--- src/rtl/mp_seq_pkg.sv ---
package mp_seq_pkg;

  typedef enum logic [1:0] {
    OP_READ  = 2'd0,
    OP_PROG  = 2'd1,
    OP_COPY  = 2'd2,
    OP_ERASE = 2'd3
  } op_e;

  typedef enum logic [1:0] {
    ST_IDLE  = 2'd0,
    ST_CHECK = 2'd1,
    ST_RUN   = 2'd2
  } state_e;

endpackage

--- src/rtl/mp_cmd_check.sv ---
module mp_cmd_check
  import mp_seq_pkg::*;
#(
  parameter int BLK_W = 12,
  parameter int CNT_W = 9,
  parameter int PLN_W = 3
) (
  input  op_e              op,
  input  logic [PLN_W-1:0] planes,
  input  logic             mp_rd_en,
  input  logic             mp_wr_en,
  input  logic             cache_rd_en,
  input  logic             cache_wr_en,
  input  logic [BLK_W-1:0] blk,
  input  logic [CNT_W-1:0] cnt,
  output logic             ok,
  output logic [PLN_W-1:0] lim,
  output logic [CNT_W-1:0] total,
  output logic             cached
);

  logic             is_read;
  logic             is_erase;
  logic             multi;
  logic             pl_zero;
  logic [BLK_W-1:0] blk_rem;
  logic [CNT_W-1:0] cnt_rem;
  logic [BLK_W-1:0] planes_b;
  logic [CNT_W-1:0] planes_c;

  assign is_read  = (op == OP_READ);
  assign is_erase = (op == OP_ERASE);
  assign multi    = is_read ? mp_rd_en : mp_wr_en;
  assign pl_zero  = (planes == '0);
  assign planes_b = BLK_W'(planes);
  assign planes_c = CNT_W'(planes);

  // remainder logic, guarded against a zero divisor
  always_comb begin
    blk_rem = '0;
    cnt_rem = '0;
    if (!pl_zero) begin
      blk_rem = blk % planes_b;
      cnt_rem = cnt % planes_c;
    end
  end

  always_comb begin
    ok     = 1'b1;
    lim    = PLN_W'(1);
    total  = cnt;
    cached = 1'b0;
    if (multi) begin
      lim = planes;
      if (pl_zero || blk_rem != '0) ok = 1'b0;
      if (is_erase) begin
        total = planes_c;
      end else begin
        if (cnt == '0 || cnt_rem != '0) ok = 1'b0;
        cached = (is_read ? cache_rd_en : cache_wr_en) && (cnt > planes_c);
      end
    end else begin
      if (is_erase) total = CNT_W'(1);
      else if (cnt == '0) ok = 1'b0;
    end
  end

endmodule

--- src/rtl/mp_step_gen.sv ---
module mp_step_gen #(
  parameter int BLK_W  = 12,
  parameter int PAGE_W = 8,
  parameter int CNT_W  = 9,
  parameter int PLN_W  = 3
) (
  input  logic              clk,
  input  logic              rst_n,
  input  logic              load,
  input  logic              adv,
  input  logic              hold_page,
  input  logic [BLK_W-1:0]  start_blk,
  input  logic [PAGE_W-1:0] start_pg,
  input  logic [PLN_W-1:0]  lim,
  input  logic [CNT_W-1:0]  total,
  output logic [BLK_W-1:0]  blk,
  output logic [PAGE_W-1:0] pg,
  output logic              last
);

  logic [PLN_W-1:0]  plane_idx;
  logic [PAGE_W-1:0] page_off;
  logic [CNT_W-1:0]  left;
  logic              sweep_end;

  assign sweep_end = (plane_idx == lim - PLN_W'(1));

  always_ff @(posedge clk or negedge rst_n) begin
    if (!rst_n) begin
      plane_idx <= '0;
      page_off  <= '0;
      left      <= '0;
    end else if (load) begin
      plane_idx <= '0;
      page_off  <= '0;
      left      <= total;
    end else if (adv) begin
      left <= left - CNT_W'(1);
      if (sweep_end) begin
        plane_idx <= '0;
        if (!hold_page) page_off <= page_off + PAGE_W'(1);
      end else begin
        plane_idx <= plane_idx + PLN_W'(1);
      end
    end
  end

  assign blk  = start_blk + BLK_W'(plane_idx);
  assign pg   = start_pg + page_off;
  assign last = (left == CNT_W'(1));

  // the plane index never leaves the configured sweep while steps remain
  a_r2_plane_in_range: assert property (@(posedge clk) disable iff (!rst_n)
    (left != '0) |-> (plane_idx < lim));

  // a step is only taken while steps remain
  a_r10_no_underrun: assert property (@(posedge clk) disable iff (!rst_n)
    adv |-> (left != '0));

endmodule

--- src/rtl/mp_addr_seq.sv ---
module mp_addr_seq
  import mp_seq_pkg::*;
#(
  parameter int BLK_W   = 12,
  parameter int PAGE_W  = 8,
  parameter int CNT_W   = 9,
  parameter int PLN_W   = 3,
  parameter int THREADS = 4,
  localparam int THR_W  = (THREADS > 1) ? $clog2(THREADS) : 1
) (
  input  logic              clk,
  input  logic              rst_n,
  input  logic [PLN_W-1:0]  cfg_planes,
  input  logic              cfg_mp_rd_en,
  input  logic              cfg_mp_wr_en,
  input  logic              cfg_cache_rd_en,
  input  logic              cfg_cache_wr_en,
  input  logic              cmd_valid,
  output logic              cmd_ready,
  input  logic [1:0]        cmd_op,
  input  logic [BLK_W-1:0]  cmd_block,
  input  logic [PAGE_W-1:0] cmd_page,
  input  logic [CNT_W-1:0]  cmd_count,
  input  logic              cmd_pio,
  input  logic [THR_W-1:0]  cmd_thread,
  output logic              step_valid,
  input  logic              step_ready,
  output logic [BLK_W-1:0]  step_block,
  output logic [PAGE_W-1:0] step_page,
  output logic              step_last,
  output logic              step_cached,
  output logic              done,
  output logic              desc_err,
  output logic              cmd_err,
  output logic [THR_W-1:0]  err_thread
);

  state_e            state;
  op_e               op_q;
  logic [BLK_W-1:0]  blk_q;
  logic [PAGE_W-1:0] pg_q;
  logic [CNT_W-1:0]  cnt_q;
  logic [PLN_W-1:0]  planes_q;
  logic              mrd_q, mwr_q, crd_q, cwr_q, pio_q;
  logic [THR_W-1:0]  thr_q;
  logic              cached_q;

  logic              accept;
  logic              chk_ok;
  logic [PLN_W-1:0]  chk_lim;
  logic [CNT_W-1:0]  chk_total;
  logic              chk_cached;
  logic              load;
  logic              adv;

  assign cmd_ready = (state == ST_IDLE);
  assign accept    = cmd_valid && cmd_ready;
  assign step_valid = (state == ST_RUN);
  assign adv       = step_valid && step_ready;
  assign load      = (state == ST_CHECK) && chk_ok;

  // command and configuration capture at acceptance
  always_ff @(posedge clk or negedge rst_n) begin
    if (!rst_n) begin
      op_q     <= OP_READ;
      blk_q    <= '0;
      pg_q     <= '0;
      cnt_q    <= '0;
      planes_q <= '0;
      mrd_q    <= 1'b0;
      mwr_q    <= 1'b0;
      crd_q    <= 1'b0;
      cwr_q    <= 1'b0;
      pio_q    <= 1'b0;
      thr_q    <= '0;
    end else if (accept) begin
      op_q     <= op_e'(cmd_op);
      blk_q    <= cmd_block;
      pg_q     <= cmd_page;
      cnt_q    <= cmd_count;
      planes_q <= cfg_planes;
      mrd_q    <= cfg_mp_rd_en;
      mwr_q    <= cfg_mp_wr_en;
      crd_q    <= cfg_cache_rd_en;
      cwr_q    <= cfg_cache_wr_en;
      pio_q    <= cmd_pio;
      thr_q    <= cmd_thread;
    end
  end

  mp_cmd_check #(
    .BLK_W(BLK_W), .CNT_W(CNT_W), .PLN_W(PLN_W)
  ) u_check (
    .op          (op_q),
    .planes      (planes_q),
    .mp_rd_en    (mrd_q),
    .mp_wr_en    (mwr_q),
    .cache_rd_en (crd_q),
    .cache_wr_en (cwr_q),
    .blk         (blk_q),
    .cnt         (cnt_q),
    .ok          (chk_ok),
    .lim         (chk_lim),
    .total       (chk_total),
    .cached      (chk_cached)
  );

  mp_step_gen #(
    .BLK_W(BLK_W), .PAGE_W(PAGE_W), .CNT_W(CNT_W), .PLN_W(PLN_W)
  ) u_steps (
    .clk       (clk),
    .rst_n     (rst_n),
    .load      (load),
    .adv       (adv),
    .hold_page (op_q == OP_ERASE),
    .start_blk (blk_q),
    .start_pg  (pg_q),
    .lim       (chk_lim),
    .total     (chk_total),
    .blk       (step_block),
    .pg        (step_page),
    .last      (step_last)
  );

  // sequencing control and one-cycle status pulses
  always_ff @(posedge clk or negedge rst_n) begin
    if (!rst_n) begin
      state      <= ST_IDLE;
      done       <= 1'b0;
      desc_err   <= 1'b0;
      cmd_err    <= 1'b0;
      err_thread <= '0;
      cached_q   <= 1'b0;
    end else begin
      done     <= 1'b0;
      desc_err <= 1'b0;
      cmd_err  <= 1'b0;
      unique case (state)
        ST_IDLE: if (accept) state <= ST_CHECK;
        ST_CHECK: begin
          if (chk_ok) begin
            state    <= ST_RUN;
            cached_q <= chk_cached;
          end else begin
            state <= ST_IDLE;
            if (pio_q) begin
              cmd_err    <= 1'b1;
              err_thread <= thr_q;
            end else begin
              desc_err <= 1'b1;
            end
          end
        end
        ST_RUN: if (adv && step_last) begin
          state <= ST_IDLE;
          done  <= 1'b1;
        end
        default: state <= ST_IDLE;
      endcase
    end
  end

  assign step_cached = cached_q;

  // a reject never coincides with a step offer
  a_r7_no_step_on_reject: assert property (@(posedge clk) disable iff (!rst_n)
    (desc_err || cmd_err) |-> !step_valid);

  // at most one status pulse at a time
  a_r7_single_status: assert property (@(posedge clk) disable iff (!rst_n)
    $onehot0({desc_err, cmd_err, done}));

  // a stalled step keeps its address
  a_r10_hold_stall: assert property (@(posedge clk) disable iff (!rst_n)
    (step_valid && !step_ready) |=>
      (step_valid && $stable(step_block) && $stable(step_page) && $stable(step_last)));

  // done follows the final step
  a_r10_done_after_last: assert property (@(posedge clk) disable iff (!rst_n)
    (adv && step_last) |=> (done && !step_valid));

  // an accepted command is validated before any step
  a_r11_check_first: assert property (@(posedge clk) disable iff (!rst_n)
    accept |=> (!step_valid && !cmd_ready));

endmodule

--- config.mk ---
export PLATFORM = sky130hd
export DESIGN_NAME = mp_addr_seq
export DESIGN_NICKNAME = d
export VERILOG_FILES = /design/src/rtl/mp_seq_pkg.sv /design/src/rtl/mp_cmd_check.sv /design/src/rtl/mp_step_gen.sv /design/src/rtl/mp_addr_seq.sv
export SDC_FILE = /design/constraint.sdc
export NUM_CORES = 1
export LEC_CHECK = 0
export CELL_PAD_IN_SITES_DETAIL_PLACEMENT = 1
export CELL_PAD_IN_SITES_GLOBAL_PLACEMENT = 2
export CORE_ASPECT_RATIO = 2
export CORE_MARGIN = 2
export CORE_UTILIZATION = 39
export CTS_CLUSTER_DIAMETER = 80
export CTS_CLUSTER_SIZE = 40
export DETAILED_ROUTE_END_ITERATION = 7
export PLACE_DENSITY = 0.87
export SLEW_MARGIN = 5
export SYNTH_ARGS = -nofsm -noshare
export SYNTH_HDL_FRONTEND = slang
export SYNTH_SLANG_ARGS = --single-unit
export TNS_END_PERCENT = 10
--- constraint.sdc ---
create_clock -name clk -period 30.6 [get_ports clk]
set_input_delay 7.65 -clock clk [delete_from_list [all_inputs] [get_ports clk]]
set_output_delay 7.65 -clock clk [all_outputs]
set_load 0.05 [all_outputs]
==> results.json <==
{
  "wl_per_cell_um": 20.3,
  "final_max_slew_viol_count": 0,
  "r2r-end": "u_steps.left[1]",
  "critical_path_buf_inv_count": 3,
  "synth_edf_count": 0,
  "grt_pass1_wl_um": 43000,
  "die_w_um": 106,
  "hold_path_end": "desc_err",
  "io_buffers": 73,
  "hold_path_depth": 1,
  "ios": 74,
  "grt_pass1_vias": 8509,
  "endpoint_kind": "register",
  "rrSetupSlack_ns": 10.26,
  "clk_root_buffer_cell": "clkbuf_16",
  "syn_nets": 1104,
  "layout_commonest_cell": "nand2_1",
  "ys_types": 91,
  "fmaxAchievable_mhz": 49.2,
  "core_area_mm2": 0.0204,
  "grt.total_usage": 0.249,
  "hp-class": "register to register",
  "synth-async-reset-ratio": 1.00,
  "drive_above_1_share": 0.0916,
  "crit_slowest_cell": "or4_1",
  "ys_seq_area_frac": 0.215,
  "ys_ff_latch": 69,
  "cts-hold-fix-buffers": 0,
  "layout_common_cells": "nand2_1, ha_1, clkdlybuf4s50_1",
  "hold_viol": 0,
  "path_clk_slew_ns": 0.06,
  "fin_ws_ns": 10.26,
  "dp_slack_ns": 10.38,
  "timing.rr.start": "planes_q[1]",
  "setup_viol_count_final": 0,
  "post_cts_buffers": 0,
  "period_needed_ns": 20.34,
  "dp_hpwl_um": 21400,
  "h-tree-depth": 3,
  "ant_nets": 0,
  "outcome": "complete, no violations",
  "die_area_mm2": 0.0219,
  "finalNetCount": 1159,
  "skew_ns": 0.0111,
  "cp_slowest_stage_delay_ns": 0.69,
  "fin_crit_sh": 0.665,
  "syn_area_mm2": 0.00804,
  "avgSynthCellArea_um2": 8.22,
  "gp_congestion": 0.926,
  "clk_latency_ns": 0.36,
  "initial_utilization": 0.395,
  "synth_warnings": 0,
  "design_area_mm2": 0.00928,
  "antenna_found_initial": 0,
  "num_rows": 74,
  "drc": 0,
  "via_per_inst": 5.96,
  "nFillCells": 2496,
  "clockBufferDepth": 2,
  "tns_ns": 0,
  "drtIter0Drc": 172,
  "n_antenna_cell": 0,
  "critPathKind": "register to register",
  "syn_inst": 978,
  "hold_start": "pio_q",
  "overflow": 0,
  "wirelength_um": 26500,
  "synth_top_flop_cell": "dfrtp_1",
  "crit_path_frequent_cell": "ha_1",
  "fp.dieH_um": 207,
  "required_ns": 30.80,
  "cts_sinks": 69,
  "grt_max_degree": 70,
  "area_delta_synth_final_pct": 15.4,
  "path_max_fanout": 22,
  "numCtsBuffers": 9,
  "firstDrtPassIters": 5,
  "path_delay_family": "compound AO/OA/AOI/OAI gates",
  "cts_resized": 0,
  "drv_cap": 0,
  "crit_arrival_ns": 20.54,
  "rr_worst_depth": 78,
  "tightest_slew_ns": 0.959,
  "slew_headroom": 0.355,
  "rsz0062_at_grt": "false",
  "tritoncts": "yes",
  "placed_area_mm2": 0.00899,
  "startpoint_type": "register",
  "dr_total_vias": 7771
}
==> cell type report <==
class                      instances  area [um^2]  share of cell area
clock buffer                       9          225              0.0243
clock inverter                     6         63.8             0.00687
inverter                          46          173              0.0186
multi-input combinational        829         6000               0.646
sequential                        69         1730               0.186
tap                              266          333              0.0359
timing repair buffer              78          766              0.0825
==> state kept, by name, summed over array words and instances, names as in the netlist, 2 cells and up <==
register           count
pg_q                   8
u_steps.page_off       8
u_steps.plane_idx      3
planes_q               3
state                  2
thr_q                  2
cnt_q                  9
err_thread             2
blk_q                 12
u_steps.left           9
op_q                   2
==> routing by layer <==
metal	vias up	wire (um)	GRT usage
met5	-	0	0
met4	0	1710	0.160
met3	85	450	0.0271
met2	135	15300	0.498
met1	3820	9090	0.227
li1	3731	-	-
==> through the flow <==
step	utilization	cells	hold slack [ns]
5_1_grt	0.456	1303	0.530
3_5_place_dp	0.442	1288	0.472
6_report	0.456	1303	0.496
2_1_floorplan	-	978	0.430
4_1_cts	0.456	1303	0.506
3_3_place_gp	0.442	1288	0.474
==> cell families after synthesis <==
logic type	count (synthesis)	synth area share
adder cells (fa/ha/maj)	83	0.132
XOR/XNOR	52	0.0566
AND/OR/NAND/NOR	359	0.233
multiplexers	63	0.0854
AO/OA/AOI/OAI	272	0.238
buffers and inverters	80	0.0401
flip-flops	69	0.215
==> cells in the mapped netlist (all sizes together) (5+ instances only) <==
| library cell | instances | area [um^2] |
|---|---|---|
| or4 | 9 | 71.3 |
| nand2 | 93 | 352 |
| nor4 | 10 | 92.6 |
| a311oi | 5 | 43.8 |
| o211ai | 11 | 101 |
| o22ai | 7 | 43.8 |
| or3 | 11 | 68.8 |
| and2 | 17 | 106 |
| nor3 | 39 | 200 |
| a21o | 14 | 105 |
| o21ai | 64 | 328 |
| nand2b | 16 | 100 |
| o211a | 6 | 60.1 |
| o31a | 5 | 43.8 |
| nand4 | 12 | 75.1 |
| and3 | 9 | 56.3 |
| nor2b | 19 | 119 |
| clkbuf | 27 | 101 |
| mux2i | 27 | 274 |
| or2 | 14 | 87.6 |
| inv | 46 | 173 |
| nand3 | 26 | 140 |
| ha | 77 | 963 |
| a31oi | 13 | 81.3 |
| buf | 7 | 48.8 |
| mux2 | 36 | 413 |
| and4 | 5 | 46.3 |
| nor2 | 66 | 248 |
| a21oi | 53 | 277 |
| o31ai | 7 | 66.3 |
| a41oi | 5 | 43.8 |
| xnor2 | 33 | 289 |
| a211oi | 13 | 113 |
| a211o | 5 | 43.8 |
| a21boi | 5 | 37.5 |
| xor2 | 19 | 166 |
| o21a | 19 | 143 |
| dfrtp | 69 | 1730 |
==> worst max path at each step <==
stage,from,endpoint,slack [ns],depth (start not counted)
floorplan,planes_q[0],u_steps.left[1],12.88,82
global placement,planes_q[0],u_steps.left[1],11.12,77
detailed placement,planes_q[0],u_steps.left[1],10.38,78
CTS,planes_q[1],u_steps.left[1],10.27,78
global route,planes_q[2],u_steps.left[1],8.62,79
finish,planes_q[1],u_steps.left[1],10.26,78
Power is not shown: default switching activity piles up to over one toggle a cycle in this logic, so the estimate is an artifact.
